[src/rtl/wkg_pkg.sv]
package wkg_pkg;
    localparam int NUM_CPU     = 2;
    localparam int NUM_IRQ     = 128;
    localparam int WORD_W      = 32;
    localparam int ADDR_W      = 12;
    localparam int CPU_SHIFT   = 10;
    localparam int NUM_BANK    = NUM_IRQ / WORD_W;
    localparam int CPU_IDX_W   = (NUM_CPU > 1) ? $clog2(NUM_CPU) : 1;
    localparam int BANK_IDX_W  = (NUM_BANK > 1) ? $clog2(NUM_BANK) : 1;
    localparam int GRP_W       = CPU_SHIFT - 4;

    typedef enum logic [1:0] {
        SET_NONE = 2'd0,
        SET_LIVE = 2'd1,
        SET_SEC  = 2'd2,
        SET_SUSP = 2'd3
    } set_e;

    typedef enum logic [1:0] {
        ST_RUN  = 2'd0,
        ST_STBY = 2'd1,
        ST_ACK  = 2'd2,
        ST_WAKE = 2'd3
    } pwr_e;

    typedef struct packed {
        logic                  hit;
        logic [CPU_IDX_W-1:0]  cpu;
        set_e                  set;
        logic [BANK_IDX_W-1:0] bank;
    } acc_t;

    function automatic acc_t decode_addr(input logic [ADDR_W-1:0] a);
        acc_t r;
        logic [GRP_W-1:0] grp;
        r      = '0;
        grp    = a[CPU_SHIFT-1:4];
        r.cpu  = a[CPU_SHIFT +: CPU_IDX_W];
        r.bank = a[2 +: BANK_IDX_W];
        if (a[ADDR_W-1:CPU_SHIFT+CPU_IDX_W] == '0 && a[1:0] == 2'b00 &&
            int'(r.cpu) < NUM_CPU && int'(r.bank) < NUM_BANK) begin
            case (grp)
                GRP_W'(1): begin r.hit = 1'b1; r.set = SET_LIVE; end
                GRP_W'(2): begin r.hit = 1'b1; r.set = SET_SEC;  end
                GRP_W'(3): begin r.hit = 1'b1; r.set = SET_SUSP; end
                default:   r.hit = 1'b0;
            endcase
        end
        return r;
    endfunction
endpackage

[src/rtl/wkg_sync.sv]
module wkg_sync #(
    parameter int W = 8
) (
    input  logic         clk,
    input  logic         rst,
    input  logic [W-1:0] d,
    output logic [W-1:0] q
);
    logic [W-1:0] stage1;

    always_ff @(posedge clk) begin
        if (rst) begin
            stage1 <= '0;
            q      <= '0;
        end else begin
            stage1 <= d;
            q      <= stage1;
        end
    end
endmodule

[src/rtl/wkg_regs.sv]
module wkg_regs
    import wkg_pkg::*;
(
    input  logic                             clk,
    input  logic                             rst,
    input  logic                             bus_valid,
    input  logic                             bus_write,
    input  logic [ADDR_W-1:0]                bus_addr,
    input  logic [WORD_W-1:0]                bus_wdata,
    output logic                             bus_rvalid,
    output logic [WORD_W-1:0]                bus_rdata,
    output logic [NUM_CPU-1:0][NUM_IRQ-1:0]  live_en,
    output logic [NUM_CPU-1:0][NUM_IRQ-1:0]  sec_en,
    output logic [NUM_CPU-1:0][NUM_IRQ-1:0]  susp_en
);
    acc_t              acc;
    logic [WORD_W-1:0] rd_word;

    assign acc = decode_addr(bus_addr);

    always_comb begin
        rd_word = '0;
        if (acc.hit) begin
            case (acc.set)
                SET_LIVE: rd_word = live_en[acc.cpu][acc.bank*WORD_W +: WORD_W];
                SET_SEC:  rd_word = sec_en[acc.cpu][acc.bank*WORD_W +: WORD_W];
                SET_SUSP: rd_word = susp_en[acc.cpu][acc.bank*WORD_W +: WORD_W];
                default:  rd_word = '0;
            endcase
        end
    end

    always_ff @(posedge clk) begin
        if (rst) begin
            live_en    <= '0;
            sec_en     <= '0;
            susp_en    <= '0;
            bus_rvalid <= 1'b0;
            bus_rdata  <= '0;
        end else begin
            bus_rvalid <= bus_valid && !bus_write;
            if (bus_valid && !bus_write) begin
                bus_rdata <= rd_word;
            end
            if (bus_valid && bus_write && acc.hit) begin
                case (acc.set)
                    SET_LIVE: live_en[acc.cpu][acc.bank*WORD_W +: WORD_W] <= bus_wdata;
                    SET_SEC:  sec_en[acc.cpu][acc.bank*WORD_W +: WORD_W]  <= bus_wdata;
                    SET_SUSP: susp_en[acc.cpu][acc.bank*WORD_W +: WORD_W] <= bus_wdata;
                    default:  ;
                endcase
            end
        end
    end
endmodule

[src/rtl/wkg_cpu_fsm.sv]
module wkg_cpu_fsm
    import wkg_pkg::*;
(
    input  logic               clk,
    input  logic               rst,
    input  logic               idle_req,
    input  logic [NUM_IRQ-1:0] irq_s,
    input  logic [NUM_IRQ-1:0] live_en,
    input  logic [NUM_IRQ-1:0] sec_en,
    input  logic [NUM_IRQ-1:0] susp_en,
    output logic               idle_ack,
    output logic               wake
);
    pwr_e st, st_n;
    logic pend_live, pend_susp;

    // Secure enables count in both modes; the suspend set stands in for the live set in standby.
    assign pend_live = |(irq_s & (live_en | sec_en));
    assign pend_susp = |(irq_s & (susp_en | sec_en));

    always_comb begin
        st_n = st;
        case (st)
            ST_RUN:  if (idle_req) st_n = ST_STBY;
            ST_STBY: begin
                if (!idle_req)      st_n = ST_RUN;
                else if (pend_susp) st_n = ST_WAKE;
                else                st_n = ST_ACK;
            end
            ST_ACK: begin
                if (!idle_req)      st_n = ST_RUN;
                else if (pend_susp) st_n = ST_WAKE;
            end
            ST_WAKE: if (!idle_req) st_n = ST_RUN;
            default: st_n = ST_RUN;
        endcase
    end

    always_ff @(posedge clk) begin
        if (rst) begin
            st       <= ST_RUN;
            idle_ack <= 1'b0;
            wake     <= 1'b0;
        end else begin
            st       <= st_n;
            idle_ack <= (st_n == ST_ACK);
            wake     <= (st_n == ST_WAKE) || (st_n == ST_RUN && pend_live);
        end
    end
endmodule

[src/rtl/wake_gen.sv]
module wake_gen
    import wkg_pkg::*;
(
    input  logic               clk,
    input  logic               rst,
    input  logic [NUM_IRQ-1:0] irq_in,
    output logic [NUM_IRQ-1:0] irq_fwd,
    input  logic [NUM_CPU-1:0] idle_req,
    output logic [NUM_CPU-1:0] idle_ack,
    output logic [NUM_CPU-1:0] wake,
    input  logic               bus_valid,
    input  logic               bus_write,
    input  logic [ADDR_W-1:0]  bus_addr,
    input  logic [WORD_W-1:0]  bus_wdata,
    output logic               bus_ready,
    output logic               bus_rvalid,
    output logic [WORD_W-1:0]  bus_rdata
);
    logic [NUM_IRQ-1:0]              irq_s;
    logic [NUM_CPU-1:0][NUM_IRQ-1:0] live_en, sec_en, susp_en;

    assign irq_fwd   = irq_in;
    assign bus_ready = 1'b1;

    wkg_sync #(.W(NUM_IRQ)) u_sync (
        .clk (clk),
        .rst (rst),
        .d   (irq_in),
        .q   (irq_s)
    );

    wkg_regs u_regs (
        .clk        (clk),
        .rst        (rst),
        .bus_valid  (bus_valid),
        .bus_write  (bus_write),
        .bus_addr   (bus_addr),
        .bus_wdata  (bus_wdata),
        .bus_rvalid (bus_rvalid),
        .bus_rdata  (bus_rdata),
        .live_en    (live_en),
        .sec_en     (sec_en),
        .susp_en    (susp_en)
    );

    for (genvar c = 0; c < NUM_CPU; c++) begin : g_cpu
        wkg_cpu_fsm u_fsm (
            .clk      (clk),
            .rst      (rst),
            .idle_req (idle_req[c]),
            .irq_s    (irq_s),
            .live_en  (live_en[c]),
            .sec_en   (sec_en[c]),
            .susp_en  (susp_en[c]),
            .idle_ack (idle_ack[c]),
            .wake     (wake[c])
        );
    end
endmodule

[config.mk]
export PLATFORM = sky130hd
export DESIGN_NAME = wake_gen
export DESIGN_NICKNAME = d
export VERILOG_FILES = /design/src/rtl/wkg_pkg.sv /design/src/rtl/wkg_sync.sv /design/src/rtl/wkg_regs.sv /design/src/rtl/wkg_cpu_fsm.sv /design/src/rtl/wake_gen.sv
export SDC_FILE = /design/constraint.sdc
export NUM_CORES = 2
export LEC_CHECK = 0
export BUFFER_PORTS_ARGS = -buffer_cell sky130_fd_sc_hd__buf_2
export CAP_MARGIN = 25
export CELL_PAD_IN_SITES_DETAIL_PLACEMENT = 0
export CELL_PAD_IN_SITES_GLOBAL_PLACEMENT = 1
export CORE_MARGIN = 2
export CORE_UTILIZATION = 41
export CTS_CLUSTER_DIAMETER = 40
export DETAILED_ROUTE_END_ITERATION = 10
export PLACE_DENSITY_LB_ADDON = 0.1
export RECOVER_POWER = 50
export SKIP_LAST_GASP = 1
export SYNTH_ARGS = -nofsm -noshare
export SYNTH_HDL_FRONTEND = slang
export SYNTH_HIERARCHICAL = 1
export SYNTH_SLANG_ARGS = --single-unit
[constraint.sdc]
create_clock -name clk -period 2.9 [get_ports clk]
set_clock_uncertainty 0.05 [all_clocks]
set_input_delay 0.29 -clock clk [delete_from_list [all_inputs] [get_ports clk]]
set_output_delay 0.29 -clock clk [all_outputs]
set_load 0.01 [all_outputs]
==> impl_metrics.csv <==
group,metric,value,unit
run_status,status,"finished with violations",
run_status,failed_checks,"max-capacitance violations, max-slew violations",
sta,fmax,0.373,GHz
sta,tns,0,ns
power_and_ir_drop,pwr_density_cell,640,mW/mm²
synthesis,synth.cell_area,0.0484,mm²
critical_path,crit_fanout,176,
cells_and_area,syn_to_final_growth,25.3,%
floorplanning,start_util,41.1,%
clock_tree,htree_levels,4,
floorplanning,rows,126,
route,drc,0,
power_and_ir_drop,vdd_drop_max,691,µV
sta,rsz0062_at_grt,"no",
synthesis,syn_nets,6316,
placed_design,io_buffers,342,
sta,setup_violations,0,
route,via_per_inst,6.18,
synthesis,synth_edf_count,0,
worst_hold_path,hp-class,"in2reg",
cells_and_area,layout_commonest_cell,"dfxtp_1",
critical_path,max_stage_delay,0.97,ns
synthesis,netlist_instances,6133,
power_and_ir_drop,power.total,0.0388,W
floorplanning,die_w,347,µm
grt,antenna_found_initial,24,
route,wl_per_cell,31.0,µm
worst_hold_path,worstHoldStart,"bus_wdata[7]",
clock_tree,cts_tree,"yes",
sta,final-max-slew-violation-count,65,
route,vias,51000,
sta,relSlewSlack,-6.01,%
grt,grt_pass1_wl,351000,µm
floorplanning,die-height,347,µm
sta,fin_crit_sh,92.4,%
placed_design,dp_hpwl,177000,µm
cells_and_area,fin_nets,6754,
cells_and_area,mostFrequentLayoutCells,"dfxtp_1, a21oi_1, nand2_1, nor2_1, nand3_1",
floorplanning,die_area,0.121,mm²
critical_path,path_delay_family,"buffers and inverters",
critical_path,crit_path_end_kind,"flip-flop",
critical_path,required,3.42,ns
sta,finalHoldViolCount,0,
synthesis,ys_seq_elements,1065,
critical_path,cp_slowest_cell,"buf_6",
sta,min_period,2.68,ns
critical_path,crit_chain,"dlygate4sd3_1 > clkbuf_2 > buf_6 > nor2b_1",
clock_tree,cts_root_buffer,"clkbuf_16",
synthesis,ys_types,54,
floorplanning,core_area,0.118,mm²
grt,grt_pass1_vias,45100,
route,dr.pass1.iters,7,
synthesis,synth-main-ff-cell,"dfxtp_1",
synthesis,synthArstFlopShare,0,%
critical_path,crit_path_start_kind,"primary input",
critical_path,arrival,3.20,ns
clock_tree,cts_setup_buffers,0,
critical_path,crit_type,"in2reg",
critical_path,critical_path.startpoint,"rst",
critical_path,r2r-start,"u_regs/sec_en[58]$_SDFFE_PP0P_",
grt,grtUsageTotal,40.7,%
route,drt_iter0_markers,7280,
grt,grt_max_degree,177,
critical_path,crit_buf_inv,3,
clock_tree,cts_made_buffers,172,
synthesis,ys.warnings.count,6,
flow_run,max_cap_violations,1,
sta,worst_slew_pin_slew,1.59,ns
clock_tree,clock_sinks,1065,
synthesis,ys_seq_area_share,44.1,%
clock_tree,cts_resized,0,
cells_and_area,drive_gt1_share,15.4,%
placed_design,routabilityCongestion,1.03,
synthesis,avgSynthCellArea,7.89,µm²
route,wl,256000,µm
clock_tree,cts_buffer_depth,3,
route,drt.antenna.violating_nets,0,
grt,gr-total-overflow,0,
clock_tree,path_clk_slew,0.06,ns
cells_and_area,fill_cells,11500,
clock_tree,insertion_delay,0.81,ns
floorplanning,io-pin-count,344,
power_and_ir_drop,p_leak,21.6,nW
## path summary, 6_finish.rpt
| path | end | slack (ns) | depth (start not counted) |
|---|---|---|---|
| setup / recovery | u_sync/q[84]$_SDFF_PP0_ | 0.22 | 4 |
| hold / removal | u_regs/susp_en[167]$_SDFFE_PP0P_ | 0.07 | 3 |
| setup reg to reg | g_cpu[0].u_fsm/wake$_SDFF_PP0_ | 0.31 | 8 |
| hold reg to reg | u_sync/q[112]$_SDFF_PP0_ | 0.37 | 1 |
## state kept, by name, summed over array words and instances (netlist names)
| name | count |
|---|---|
| u_regs/live_en | 256 |
| u_regs/sec_en | 256 |
| u_regs/susp_en | 256 |
| u_sync/q | 128 |
| u_sync/stage1 | 128 |
| u_regs/bus_rdata | 32 |
| g_cpu.u_fsm/st | 4 |
| g_cpu.u_fsm/idle_ack | 2 |
| g_cpu.u_fsm/wake | 2 |
| u_regs/bus_rvalid | 1 |
## logic make-up after synthesis
logic type,share of synthesized area [%]
mux,6.04
flops,44.1
simple gates,22.6
fa+ha+maj,0.129
other cells,0.00775
buf+inv,6.61
xor+xnor,0.0362
compound gates,20.5
## synth_stat cells (all sizes together), types with 11 or more instances
library cell,count,share of area (%)
mux2,32,0.75
a41oi,31,0.56
nand2,681,5.3
nor2,609,4.7
nor2b,261,3.4
a21oi,852,8.8
a221o,17,0.35
a221oi,28,0.51
nand4,189,2.4
o31ai,11,0.17
a211o,62,1.1
o211ai,48,0.75
dfxtp,1065,44
nand3,516,5.3
a22oi,20,0.31
clkbuf,414,3.2
buf,267,3.4
and4,16,0.29
o41ai,71,1.3
mux2i,256,5.3
o21ai,568,5.9
o21a,17,0.26
nor4,35,0.54
a32o,17,0.35
## worst min-delay path, cell delays in order
cell	delay, ns
buf_2	0.35
nand3_1	0.16
a21oi_1	0.05
## metal layers
metal	GRT usage, %	vias up	part of all wire (%)	routed length [µm]
met5	0	-	0.048	123
met1	54.1	24600	40	102000
met2	57.5	3302	41	104000
met3	11.5	649	12	30900
li1	-	22500	-	-
met4	26.2	20	7.5	19300
## what timing repair did
item                                    CTS  global route
hold endpoints to repair                382             0
hold buffers                            154             0
endpoints found under the setup margin    0             0
## through the flow
stage                     hold slack (ns)  area [µm²]  std cells  util, %  setup WS, ns
after detailed placement            0.370       53400       7779     45.4       -0.0531
final                              0.0684       60600       8261     51.5         0.220
after CTS                         0.00165       60900       8252     51.8         0.461
after global placement              0.366       53400       7779     45.4       -0.0478
after global routing               0.0464       60600       8252     51.5         0.166
after floorplan                     0.329       48400       6133        -        0.0194
## layout make-up
cell class	instances	area [µm²]	area share, %
Antenna cell	9	22.5	0.0372
Timing Repair Buffer	945	7270	12.0
Clock buffer	208	4690	7.75
Multi-Input combinational cell	4384	24000	39.7
Sequential cell	1065	21300	35.2
Tap cell	1536	1920	3.17
Clock inverter	111	1310	2.17
Inverter	3	11.3	0.0186
## power by group
group          internal (W)  leakage (nW)  switching, W
sequential           0.0148          8.63      0.000162
clock                0.0133          2.90       0.00810
combinational      0.000776          10.1       0.00160
total                0.0289          21.6       0.00986
(Power assumes the default switching activity.)
